**src/rtl/pm_pkg.sv**
```systemverilog
// Shared types for the low-power mode sequencer.
// Assumes: the state encoding below is visible at the pm_state port and is
// relied on by software and the bench.
package pm_pkg;

    typedef enum logic [2:0] {
        PM_ACTIVE   = 3'd0,
        PM_SLEEP    = 3'd1,
        PM_SUBSLEEP = 3'd2,
        PM_STANDBY  = 3'd3,
        PM_SETTLE   = 3'd4
    } pm_mode_e;

    // Peripheral slots; the first PM_RST_N of them have a reset input.
    localparam int PM_BLK_N  = 5;
    localparam int PM_RST_N  = 3;
    localparam int BLK_TMR2  = 3;
    localparam int BLK_WDT   = 4;

    // Result of decoding the three selection bits at a sleep strobe.
    typedef struct packed {
        pm_mode_e target;
        logic     sel_err;
        logic     clr_blk;
    } pm_decode_t;

endpackage

```
**src/rtl/pm_decode.sv**
```systemverilog
// Selection decoder: maps the standby, sub-mode and direct bits sampled at a
// sleep strobe to a target state, an error flag and a peripheral-clear request.
// Assumes: purely combinational; the caller qualifies it with the strobe.
module pm_decode
    import pm_pkg::*;
(
    input  logic       stby,
    input  logic       sub,
    input  logic       direct,
    output pm_decode_t dec
);

    // Priority: direct first, then standby, then sub.
    always_comb begin
        dec.sel_err = 1'b0;
        dec.clr_blk = sub;
        if (direct) begin
            if (sub) begin
                dec.target  = PM_SLEEP;
                dec.sel_err = 1'b1;
            end else begin
                dec.target  = PM_ACTIVE;
            end
        end else if (stby) begin
            dec.target = PM_STANDBY;
        end else if (sub) begin
            dec.target = PM_SUBSLEEP;
        end else begin
            dec.target = PM_SLEEP;
        end
    end

endmodule

```
**src/rtl/pm_settle.sv**
```systemverilog
// Settling counter: loaded with the programmed count on a wake request,
// counts down while enabled, reports done when it has reached zero.
// Assumes: load and en are never both high in the same cycle.
module pm_settle #(
    parameter int W = 8
) (
    input  logic         clk,
    input  logic         rst_n,
    input  logic         load,
    input  logic [W-1:0] load_val,
    input  logic         en,
    output logic         done
);

    logic [W-1:0] cnt_q;

    // Load on wake, otherwise count down to zero while settling.
    always_ff @(posedge clk) begin
        if (!rst_n) begin
            cnt_q <= '0;
        end else if (load) begin
            cnt_q <= load_val;
        end else if (en && cnt_q != '0) begin
            cnt_q <= cnt_q - 1'b1;
        end
    end

    // Zero means the settling window is over.
    always_comb done = (cnt_q == '0);

endmodule

```
**src/rtl/pm_gate.sv**
```systemverilog
// Output gating: turns the current power state into CPU, oscillator,
// peripheral and pad controls.
// Assumes: clr_pulse is a one-cycle request that adds reset on top of the
// state-based reset.
module pm_gate
    import pm_pkg::*;
(
    input  pm_mode_e              mode,
    input  logic                  clr_pulse,
    output logic                  cpu_halt,
    output logic                  osc_en,
    output logic [PM_RST_N-1:0]   blk_rst,
    output logic [PM_BLK_N-1:0]   blk_run,
    output logic                  io_hiz,
    output logic                  active_ready
);

    logic osc_off;
    logic hold_rst;

    // Decode the state into its gating classes.
    always_comb begin
        osc_off      = (mode == PM_SUBSLEEP) || (mode == PM_STANDBY);
        hold_rst     = osc_off;
        cpu_halt     = (mode != PM_ACTIVE);
        active_ready = (mode == PM_ACTIVE);
        osc_en       = !osc_off;
        io_hiz       = (mode == PM_STANDBY);
    end

    // Resettable peripherals: held in reset when the oscillator is off or pulsed.
    for (genvar i = 0; i < PM_RST_N; i++) begin : g_rst_blk
        assign blk_rst[i] = hold_rst | clr_pulse;
        assign blk_run[i] = ~blk_rst[i];
    end

    // Low-speed peripherals keep running everywhere except standby.
    always_comb begin
        blk_run[BLK_TMR2] = (mode != PM_STANDBY);
        blk_run[BLK_WDT]  = (mode != PM_STANDBY);
    end

endmodule

```
**src/rtl/pm_mode_ctrl.sv**
```systemverilog
// Low-power mode sequencer top: accepts sleep strobes in active mode,
// enters the decoded low-power state, wakes on any interrupt or wakeup pin,
// and holds the CPU through a programmable settling window.
// Assumes: sleep_req is a one-cycle strobe; wake inputs are synchronous.
module pm_mode_ctrl
    import pm_pkg::*;
#(
    parameter int IRQ_N    = 2,
    parameter int WKP_N    = 6,
    parameter int SETTLE_W = 8
) (
    input  logic                clk,
    input  logic                rst_n,
    input  logic                sleep_req,
    input  logic                cfg_stby,
    input  logic                cfg_sub,
    input  logic                cfg_direct,
    input  logic [IRQ_N-1:0]    irq_ext,
    input  logic [WKP_N-1:0]    wake_pin,
    input  logic [SETTLE_W-1:0] settle_cnt,
    output logic [2:0]          pm_state,
    output logic                cpu_halt,
    output logic                osc_en,
    output logic [PM_RST_N-1:0] blk_rst,
    output logic [PM_BLK_N-1:0] blk_run,
    output logic                io_hiz,
    output logic                active_ready,
    output logic                sel_err
);

    pm_mode_e   state_q;
    pm_decode_t dec;
    logic       accept;
    logic       wake_any;
    logic       low_pwr;
    logic       settle_done;
    logic       clr_pulse_q;
    logic       sel_err_q;

    pm_decode u_dec (
        .stby   (cfg_stby),
        .sub    (cfg_sub),
        .direct (cfg_direct),
        .dec    (dec)
    );

    // Qualify strobes and wake requests with the current state.
    always_comb begin
        low_pwr  = (state_q == PM_SLEEP) || (state_q == PM_SUBSLEEP) ||
                   (state_q == PM_STANDBY);
        accept   = sleep_req && (state_q == PM_ACTIVE);
        wake_any = (|irq_ext) || (|wake_pin);
    end

    pm_settle #(.W(SETTLE_W)) u_settle (
        .clk      (clk),
        .rst_n    (rst_n),
        .load     (low_pwr && wake_any),
        .load_val (settle_cnt),
        .en       (state_q == PM_SETTLE),
        .done     (settle_done)
    );

    // Power-state register.
    always_ff @(posedge clk) begin
        if (!rst_n) begin
            state_q <= PM_ACTIVE;
        end else if (accept) begin
            state_q <= dec.target;
        end else if (low_pwr && wake_any) begin
            state_q <= PM_SETTLE;
        end else if (state_q == PM_SETTLE && settle_done) begin
            state_q <= PM_ACTIVE;
        end
    end

    // Error flag and one-cycle peripheral clear, both set by accepted strobes.
    always_ff @(posedge clk) begin
        if (!rst_n) begin
            sel_err_q   <= 1'b0;
            clr_pulse_q <= 1'b0;
        end else begin
            clr_pulse_q <= accept && dec.clr_blk;
            if (accept) begin
                sel_err_q <= dec.sel_err;
            end
        end
    end

    pm_gate u_gate (
        .mode         (state_q),
        .clr_pulse    (clr_pulse_q),
        .cpu_halt     (cpu_halt),
        .osc_en       (osc_en),
        .blk_rst      (blk_rst),
        .blk_run      (blk_run),
        .io_hiz       (io_hiz),
        .active_ready (active_ready)
    );

    // Export state and flag.
    always_comb begin
        pm_state = state_q;
        sel_err  = sel_err_q;
    end

endmodule

```
**config.mk**
```make
export PLATFORM = sky130hd
export DESIGN_NAME = pm_mode_ctrl
export DESIGN_NICKNAME = d
export VERILOG_FILES = /design/src/rtl/pm_pkg.sv /design/src/rtl/pm_decode.sv /design/src/rtl/pm_settle.sv /design/src/rtl/pm_gate.sv /design/src/rtl/pm_mode_ctrl.sv
export SDC_FILE = /design/constraint.sdc
export NUM_CORES = 1
export LEC_CHECK = 0
export ABC_CLOCK_PERIOD_IN_PS = 2500
export BUFFER_PORTS_ARGS = -buffer_cell sky130_fd_sc_hd__buf_2
export CAP_MARGIN = 20
export CORE_AREA = 3 3 54 44
export DETAILED_ROUTE_END_ITERATION = 6
export DIE_AREA = 0 0 57 47
export GPL_TIMING_DRIVEN = 0
export PLACE_DENSITY = 0.76
export SKIP_CTS_REPAIR_TIMING = 1
export SYNTH_ARGS = -nofsm -noshare
export SYNTH_HDL_FRONTEND = slang
export SYNTH_SLANG_ARGS = --single-unit
```
**constraint.sdc**
```tcl
create_clock -name clk -period 2.5 [get_ports clk]
set_clock_uncertainty 0.2 [all_clocks]
set_input_delay 0.5 -clock clk [delete_from_list [all_inputs] [get_ports clk]]
set_output_delay 0.5 -clock clk [all_outputs]
set_load 0.005 [all_outputs]
```
# Word level (Yosys, flattened, before mapping)
# Index checks and enable logic that the tools add are counted.
classes:
  addsub: 1
  n_eq_ne: 5
  muxes: 11
  bitwise: 2
  n_reduce_logical: 18
ops:
  columns: ["operator", "n"]
  rows:
  - ["8-bit 2-to-1 mux", 2]
  - ["3-bit 2-to-1 mux", 5]
  - ["8-bit logical NOT", 1]
  - ["8-bit nonzero test", 1]
  - ["8-bit by 1-bit subtractor with 8-bit output, second input constant", 1]
  - ["3-bit by 2-bit equality test with 1-bit output, second input constant", 2]
  - ["3-bit nonzero test", 2]
  - ["6-bit OR reduction", 1]
  - ["1-bit logical AND", 5]
  - ["1-bit logical OR", 4]
  - ["3-bit by 1-bit equality test with 1-bit output, second input constant", 1]
  - ["3-bit equality test, second input constant", 1]
  - ["3-bit logical NOT", 1]
  - ["1-bit 2-to-1 mux", 3]
  - ["3-bit by 2-bit inequality test with 1-bit output, second input constant", 1]
  - ["2-bit 2-to-1 mux", 1]
  - ["2-bit nonzero test", 1]
  - ["2-bit OR reduction", 1]
  - ["1-bit logical NOT", 1]
  - ["1-bit NOT", 1]
  - ["1-bit OR", 1]
totals:
  regBits: 13
  input_bits: 22
  out_inout_bits: 16
  wordCells: 41

# Logic depth before layout (Yosys ltp)
# Gate-level depths: netlist of the first run.
logic_depth:
  ltp_word: 6
  ltp_mapped: 6

# Modules after synthesis
# A second synthesis of the first run with hierarchy kept.
hier_totals:
  cells_unflattened: 107
  hier_area_um2: 895.9
by_module_without_submodules:
  columns: ["module", "instances", "cells_each", "area_each_um2", "seq_area_each_um2"]
  rows:
  - ["pm_settle", 1, 58, 508.0, 160.2]
  - ["pm_mode_ctrl", 1, 28, 250.2, 100.1]
  - ["pm_gate", 1, 13, 90.1, 0.0]
  - ["pm_decode", 1, 8, 47.5, 0.0]

# Worst setup path after synthesis of the first run
# No wires, ideal clock.
synth_timing:
  kind: "flip-flop to output port"
  from: "register state_q[1] (netlist: pm_state[1])"
  to: "output port blk_run[1]"
  t_arrival_ns: 1.102
  path_slack_ns: 0.698
  path_stages_with_launch: 6
  path_cell_list: "dfxtp_1 buf_6 nor2b_1 or2_2 inv_1 buf_4"
synth_via:
  elab_chain_cells: 4
synth_rtl:
  columns: ["item", "line_no", "source"]
  rows:
  - ["start: declaration", "pm_mode_ctrl.sv:31", "pm_mode_e state_q;"]
  - ["start signal: assignment", "pm_mode_ctrl.sv:69", "state_q <= dec.target;"]
  - ["3-bit by 2-bit equality test with 1-bit output", "pm_gate.sv:23", "osc_off = (mode == PM_SUBSLEEP) || (mode == PM_STANDBY);"]
  - ["1-bit logical OR (*)", "pm_gate.sv:23", null]
  - ["1-bit OR (*)", null, null]
  - ["via blk_rst[0]", "pm_mode_ctrl.sv:24", "output logic [PM_RST_N-1:0] blk_rst,"]
  - ["1-bit NOT (*)", null, null]
  - ["end: declaration", "pm_mode_ctrl.sv:25", "output logic [PM_BLK_N-1:0] blk_run,"]
# The timed path passes the listed nets; every way through them passes the cells marked *.

# Worst setup path in the final report of the first run
layout_timing:
  from: "register state_q[2] (netlist: pm_state[2])"
  to: "output port blk_run[2]"
layout_via:
  elab_chain_cells: 4
layout_rtl:
  columns: ["item", "line_no", "source"]
  rows:
  - ["3-bit by 2-bit equality test with 1-bit output", "pm_gate.sv:23", null]
  - ["1-bit logical OR (*)", "pm_gate.sv:23", null]
  - ["1-bit OR (*)", "pm_gate.sv:33", "assign blk_rst[i] = hold_rst | clr_pulse;"]
  - ["1-bit NOT (*)", "pm_gate.sv:34", "assign blk_run[i] = ~blk_rst[i];"]
# Mark *: on every way between the ends. The rest lies on a longest branch, timed or not.

==> run summary, run 1 <==
The capturing element type of the critical path is an output pin. The longest clock path from root to sink contains 2 buffers. Sorting the synthesized cells by how often they occur yields sky130_fd_sc_hd__dfxtp_1, sky130_fd_sc_hd__a21oi_1, sky130_fd_sc_hd__nor2_1.

The signal on the critical path passes through nor2b_1, or2_2, inv_1, buf_4, buf_2. In the final layout, flip-flops and latches occupy 260.3 µm². The maximum number of pins on one net before global-route repair was 11; the ratio of routed vias to standard cells was 5.506. The total global routing overflow was 0. For hold timing, the worst endpoint is u_settle.cnt_q[4]. In this run, synthesis produced a sequential element count of 13. In the final routed layout, each cell accounts on average for 12.52 µm.

At the later pin of the worst-skew pair, clock insertion delay measures 0.28 ns. Worst reg-to-reg path cell count: 4. The worst min-delay path startpoint is settle_cnt[4]. The met1 track demand over resource was 21.93%. The die is 57 µm wide. The flow ran to the end, and the final reports show no timing, DRC or antenna violations. The total number of H-tree levels came out at 1. For this run, asynchronously set or reset flops after synthesis account for 0%. The tools report the initial antenna violation count as 0.

The layer flagged by global routing as most heavily used is met2. After the first detailed-routing iteration, the DRC count stood at 49. A synthesized cell averages 8.032 µm². For the pin with the worst max-slew slack, the measured transition is 0.9846 ns. The startpoint identified for the worst register-to-register timing path is u_settle.cnt_q[4]. The floorplan has 14 rows. At the worst endpoint, the arrival time is 1.48 ns. The logs give 0 for the final hold violation count and 0.4919 nW for the leakage power summed over all cells.

Maximum fanout encountered on the critical timing path: 10. The count of yosys warnings during synthesis was 0. The run gives 3 as the TritonCTS buffer count. The post-detailed-route count of antenna-violating nets came out at 0. In this run the critical register-to-register path is captured at u_settle.cnt_q[2].

The clock-pin slew of the registers on the worst-case setup and hold paths was 0.09 ns; the maximum achievable frequency was 0.4578 GHz. Of the available clock period, the critical path in the final layout requires 87.38%. The placeable core area was 1927 µm²; the number of sinks on the clock net was 13. The post-detailed-route DRC marker count is 0. Filler cell count in the final layout: 187. The run gives 0 as the final max-slew violation count.

The tightest min-delay check is of the in -> reg type. The fraction of met3 tracks used by global routing came out at 3.297%. Once layout is complete, the utilization of the core stands at 56.30%. The run gives 3512 µm as the first-pass GRT wire length. The critical path class was reg -> out.

By area the synthesized netlist is led by sky130_fd_sc_hd__dfxtp_1, sky130_fd_sc_hd__a21oi_1, sky130_fd_sc_hd__buf_4. The startpoint type of the worst setup path is a register. From synthesis to final layout, the design area changed by 28.63%.

The proportion of total power due to net switching works out to 40.92%. The routed layout has 936 vias. Setup repair after global routing left no endpoint under its margin. The run gives 29.16% as the met2 track demand over resource in global routing. The internal power component is 0.5288 mW, and the largest stage delay on the critical path is 0.49 ns. The logs give 50.2% for the combinational share of power and 129 for the number of nets produced by synthesis. The clock power share is 15.0%. The most used flip-flop cell after synthesis is sky130_fd_sc_hd__dfxtp_1. The number of distinct library cells after synthesis is 42, and the net total in the final layout is 171. On the critical path, the stage with the largest delay is an instance of sky130_fd_sc_hd__dfxtp_1.

Power spread over the standard cell area amounts to 825.1 nW/µm². The most common cell in the synthesized netlist was sky130_fd_sc_hd__dfxtp_1. The number of enable flip-flop cells after synthesis is 0.

For the sum of routed wire length over all layers, the log shows 2129 µm. The number of standard cells after synthesis was 105; the final RePlAce weighted congestion was 0.8467. The number of maximum-capacitance constraint violations is 0. Headroom to the max-slew limit came out at 33.96%. Summed over all nets, the switching power comes to 0.3663 mW. The die height was 47 µm; the sequential element share of the synthesized area was 30.86%.

The setup total negative slack was 0 ns; the detailed placer's ending HPWL was 1671 µm. TritonCTS built the clock tree. Across every metal layer, demand over resource in global routing totals 16.79%. During I/O placement, the number of pins put on the boundary was 38. During placement, the flow inserted port buffers numbering 37. The first detailed-routing pass took 4 iterations. The tools report the cell chosen for the clock root as sky130_fd_sc_hd__clkbuf_4. The logs give 0.8951 mW for the post-layout total power and 829 for the via count of the first global-routing pass.

The library cell occupying the most area in the post-synthesis netlist was sky130_fd_sc_hd__dfxtp_1. VDD sags by at most 0.4699 mV. The setup slack of the worst register-to-register path came out at 0.44 ns.

0 antenna diodes ended up in the layout. The post-route netlist has 36.99% of its cells at a drive strength greater than 1. The tools report the initial standard-cell utilization of the core as 43.77%. For the required time at the worst-slack endpoint, the log shows 1.80 ns. In the final layout, the multi-input gates occupy 491.7 µm². Area share of the leading cell type in the synthesized netlist: 30.86%.

The setup-violating endpoint count in the final report was 0. On the final layout, the worst hold slack is 0.2492 ns. The minimum period implied by the final worst setup slack is 2.185 ns.

The total die area is 2679 µm², and the area of the mapped netlist is 843.3 µm². Registers are responsible for 34.8% of the overall power. The number of instances on the worst hold path works out to 3.
sequential cells by signal (all words and copies together) (netlist names):
name            cells
u_settle.cnt_q      8
pm_state            3
clr_pulse_q         1
sel_err             1
through the flow:
step           worst slack, ns  cell area, µm²  cells
6_report                0.3154            1085    170
5_1_grt                 0.2160            1085    170
4_1_cts                 0.2976            1085    170
3_5_place_dp            0.3848            1059    166
3_3_place_gp            0.4202            1059    166
2_1_floorplan           0.6977           843.3    105
kinds of logic after synthesis:
group                    count (synthesis)  synth area share [%]
multiplexers                             2                 2.522
flip-flops                              13                 30.86
buffers and inverters                   17                 10.83
AND/OR/NAND/NOR                         42                 28.34
XOR/XNOR                                 1                 1.039
AO/OA/AOI/OAI                           28                 23.44
adder cells (fa/ha/maj)                  2                 2.967
metal layers:
layer / wire length [µm] / vias up
met5: 0 / -
met4: 12 / 0
met3: 240 / 2
met2: 1013 / 58
met1: 862 / 411
li1: - / 465
placed cells by master (no fill, tap or decap), types with 3 or more instances in the layout:
master and instances:
sky130_fd_sc_hd__o21ai_0 3, sky130_fd_sc_hd__nor3_1 4, sky130_fd_sc_hd__dfxtp_1 13, sky130_fd_sc_hd__clkbuf_4 3, sky130_fd_sc_hd__nor3b_1 3, sky130_fd_sc_hd__nor2_1 9
sky130_fd_sc_hd__inv_1 8, sky130_fd_sc_hd__nand3_1 7, sky130_fd_sc_hd__nand2_1 5, sky130_fd_sc_hd__buf_2 38, sky130_fd_sc_hd__a21oi_1 9, sky130_fd_sc_hd__buf_4 5
sky130_fd_sc_hd__nor2b_1 3
worst max-delay path, delay by kind of cell (launching register included):
kind / cells / cell delay [ns]
flops: 1 / 0.49
buf+inv: 3 / 0.28
simple gates: 2 / 0.43
worst max-delay path by stage:
stage | to | slack [ns] | startpoint
6_report | blk_run[2] | 0.32 | pm_state[2]
5_1_grt | blk_run[1] | 0.22 | pm_state[2]
3_3_place_gp | u_settle.cnt_q[2] | 0.42 | irq_ext[0]
4_1_cts | blk_run[1] | 0.30 | pm_state[2]
3_5_place_dp | u_settle.cnt_q[2] | 0.38 | irq_ext[1]
2_1_floorplan | blk_run[1] | 0.70 | pm_state[1]
final cells by class:
cell class | instances | share of cell area, %
tap | 24 | 2.768
buffer | 8 | 5.306
inverter | 9 | 3.114
clock buffer | 4 | 2.422
multi-input combinational | 75 | 45.33
sequential | 13 | 23.99
timing repair buffer | 37 | 17.07
power by group through the flow:
| stage | sequential, mW | combinational [mW] | clock, mW |
|---|---|---|---|
| 2_1_floorplan | 0.303 | 0.328 | 0 |
| 3_3_place_gp | 0.314 | 0.431 | 0 |
| 3_5_place_dp | 0.315 | 0.446 | 0 |
| 4_1_cts | 0.310 | 0.448 | 0.138 |
| 5_1_grt | 0.320 | 0.507 | 0.143 |
| 6_report | 0.312 | 0.449 | 0.134 |
No activity file was read; power rests on OpenSTA's default activity.
==> inputs of run 2 (changes only) <==
--- a/config.mk
+++ b/config.mk
@@ -13,5 +13,5 @@
 export DIE_AREA = 0 0 57 47
 export GPL_TIMING_DRIVEN = 0
-export PLACE_DENSITY = 0.76
+export PLACE_DENSITY_LB_ADDON = 0.08
 export SKIP_CTS_REPAIR_TIMING = 1
 export SYNTH_ARGS = -nofsm -noshare
==> constraint.sdc (replaced) <==
create_clock -name clk -period 2.5 [get_ports clk]
set_clock_uncertainty 0.2 [all_clocks]
set_input_delay 0.25 -clock clk [delete_from_list [all_inputs] [get_ports clk]]
set_output_delay 0.25 -clock clk [all_outputs]
set_load 0.005 [all_outputs]
==> run summary, run 2 (synthesized netlist as in run 1, its figures left out) <==
The flow ran to the end, but the final reports show violations. The final reports fail on hold timing. The post-route clock period utilization is 81.97% (was 87.38%). The number of flip-flops under the largest register name was 8 (unchanged); the minimum hold slack was -0.005004 ns (was 0.2492 ns). The run gives 13 (unchanged) as the number of sinks on the clock net. Die height: 47 µm (unchanged). The initial standard-cell utilization of the core came out at 43.77% (unchanged). The total global routing overflow came out at 0 (unchanged).

The run gives 0 (unchanged) as the final max-slew violation count. The sum of routed wire length over all layers is 2181 µm (was 2129 µm), and the routed length per placed instance is 12.83 µm (was 12.52 µm). The growth of design area from synthesis to finish works out to 28.63% (unchanged).

The worst reg-to-reg path cell count works out to 5 (was 4). Most frequent standard cell in the layout excluding fill and tap cells: sky130_fd_sc_hd__buf_2 (unchanged). The path class of the lowest-slack min-delay path was in -> reg (unchanged). Ratio of routed vias to standard cells: 5.512 (was 5.506). The number of buffers on the longest clock path came out at 2 (unchanged).

The number of optimization iterations in the first detailed-route pass is 4 (unchanged). Setup slack after placement: 0.4667 ns (was 0.3848 ns). For the count of standard-cell rows, the log shows 14 (unchanged). The transition at the pin with the smallest max-transition slack is 1.032 ns (was 0.9846 ns), and the maximum fanout encountered on the critical timing path is 9 (was 10). The capturing element type of the critical path was a register (was an output pin). Required time at the worst-slack endpoint: 2.47 ns (was 1.80 ns). The first-pass GRT wire length was 3456 µm (was 3512 µm).

Net total in the final layout: 171 (unchanged). The number of instances on the worst hold path is 3 (unchanged). Startpoint type of the worst setup path: a register (unchanged). The clock-pin slew of the registers on the worst-case setup and hold paths is 0.08 ns (was 0.09 ns). The run gives 0 (unchanged) as the initial antenna violation count. The share of layout cells above drive strength 1 is 36.99% (unchanged). The logs give 0.8896 (was 0.8467) for the final RePlAce weighted congestion and 0.45 ns (was 0.44 ns) for the setup slack of the worst register-to-register path. The setup-violating endpoint count in the final report was 0 (unchanged). The post-detailed-route DRC marker count was 0 (unchanged).

The setup total negative slack was 0 ns (unchanged). End point of the worst hold path: u_settle.cnt_q[4] (unchanged). Setup repair after global routing left no endpoint under its margin. The final hold violation count was 1 (was 0); the power density normalized to cell area was 823.9 nW/µm² (was 825.1 nW/µm²). The tools report the maximum achievable frequency as 0.4880 GHz (was 0.4578 GHz). For the violation count after the first detailed-route iteration, the log shows 30 (was 49). The insertion delay to the later sink of the worst-skew pair is 0.28 ns (about the same), and the number of vias in the routed layout is 937 (was 936). The count of buffering cells on the critical path with inverters included is 1 (was 3). The kind of cell adding the most delay to the critical path is compound AO/OA/AOI/OAI gates (was flip-flops). TritonCTS built the clock tree. The horizontal die dimension is 57 µm (unchanged). Reg-to-reg endpoint: u_settle.cnt_q[2] (unchanged). The logs give 30.82% (was 33.96%) for the worst slew margin relative to its limit and 11 (unchanged) for the maximum number of pins on one net before global-route repair. The run gives 38 (unchanged) as the number of ports placed on the die boundary. The placeable core area was 1927 µm² (unchanged). Series of cell instances along the critical path: buf_2, nor2_1, a211oi_1, mux2_1, o22ai_1 (was nor2b_1, or2_2, inv_1, buf_4, buf_2). Critical path class: reg -> reg (was reg -> out). The logs give 0.4508 ns (was 0.3154 ns) for the least setup slack across all paths after layout and 56.30% (unchanged) for the post-layout utilization of the core. For the detailed placer's ending HPWL, the log shows 1697 µm (was 1671 µm).

The source of the worst register-to-register timing path is pm_state[0] (was u_settle.cnt_q[4]). The critical path arrival is 2.02 ns (was 1.48 ns). The tools report the worst ir drop on vdd as 0.6050 mV (was 0.4699 mV). For the filler cell count in the final layout, the log shows 197 (was 187). Total number of H-tree levels: 1 (unchanged). The minimum period implied by the final worst setup slack is 2.049 ns (was 2.185 ns). Cell chosen for the clock root: sky130_fd_sc_hd__clkbuf_4 (unchanged).

The number of buffers added on ports is 37 (unchanged), and the TritonCTS buffer count is 3 (unchanged). The largest stage delay on the critical path came out at 0.81 ns (was 0.49 ns). The via count of the first global-routing pass is 822 (was 829), and the number of maximum-capacitance constraint violations is 0 (unchanged). The worst min-delay path startpoint was settle_cnt[4] (unchanged). Commonest cells after routing, fill and taps aside: sky130_fd_sc_hd__buf_2, sky130_fd_sc_hd__dfxtp_1, sky130_fd_sc_hd__a21oi_1, sky130_fd_sc_hd__nor2_1, sky130_fd_sc_hd__inv_1 (unchanged). The total routing resource utilization after global routing was 17.10% (was 16.79%).

The post-detailed-route count of antenna-violating nets is 0 (unchanged), and the leakage power summed over all cells is 0.4919 nW (unchanged). The count of antenna diodes in the layout came out at 0 (unchanged). The critical-path cell with the highest stage delay is sky130_fd_sc_hd__a211oi_1 (was sky130_fd_sc_hd__dfxtp_1). The run gives 2679 µm² (unchanged) as the total die area. Register with the most flip-flops: u_settle.cnt_q (unchanged).
[run 2: how the worst max path moves through the flow]
stage / endpoint / start / cells after the start / slack (ns)
floorplan: u_settle.cnt_q[5] / pm_state[0] / 5 / 0.73
global placement: u_settle.cnt_q[2] / pm_state[0] / 5 / 0.48
detailed placement: u_settle.cnt_q[2] / pm_state[0] / 5 / 0.47
CTS: u_settle.cnt_q[2] / pm_state[0] / 5 / 0.45
global route: u_settle.cnt_q[3] / pm_state[0] / 5 / 0.36
finish: u_settle.cnt_q[2] / pm_state[0] / 5 / 0.45
[run 2: where the power goes]
group / switching [mW] / internal [mW] / leakage [nW]
combinational: 0.240 / 0.213 / 0.370
sequential: 0.0577 / 0.254 / 0.107
clock: 0.0672 / 0.0620 / 0.0150
total: 0.364 / 0.529 / 0.492
[run 2: tightest hold or removal path, cell delays in order]
cell                       delay, ns
sky130_fd_sc_hd__buf_2          0.08
sky130_fd_sc_hd__nand3_1        0.05
sky130_fd_sc_hd__o311ai_1       0.07
[run 2: through the flow]
stage               hold WS [ns]  power [mW]  area, µm²  instances
floorplan                 0.1884      0.6308      843.3        105
global placement          0.2378      0.7505       1059        166
detailed placement        0.2446      0.7602       1059        166
CTS                    -0.006427      0.8945       1085        170
global route            0.008141      0.9645       1085        170
finish                 -0.005004      0.8938       1085        170
[run 2: layer usage]
metal	GRT usage (%)	wire (µm)	vias up
met2	28.02	936	42
met4	6.019	25	0
met5	0	0	-
li1	-	-	467
met1	21.18	1019	424
met3	6.319	200	4
[run 2: final cells by class]
| type | instances | area [µm²] | share of cell area (%) |
|---|---|---|---|
| flip-flops and latches | 13 | 260.3 | 23.99 |
| plain buffers | 8 | 57.56 | 5.306 |
| clock buffers | 4 | 26.28 | 2.422 |
| inverters | 9 | 33.78 | 3.114 |
| repair buffers | 37 | 185.2 | 17.07 |
| well taps | 24 | 30.03 | 2.768 |
| multi-input cells | 75 | 491.7 | 45.33 |
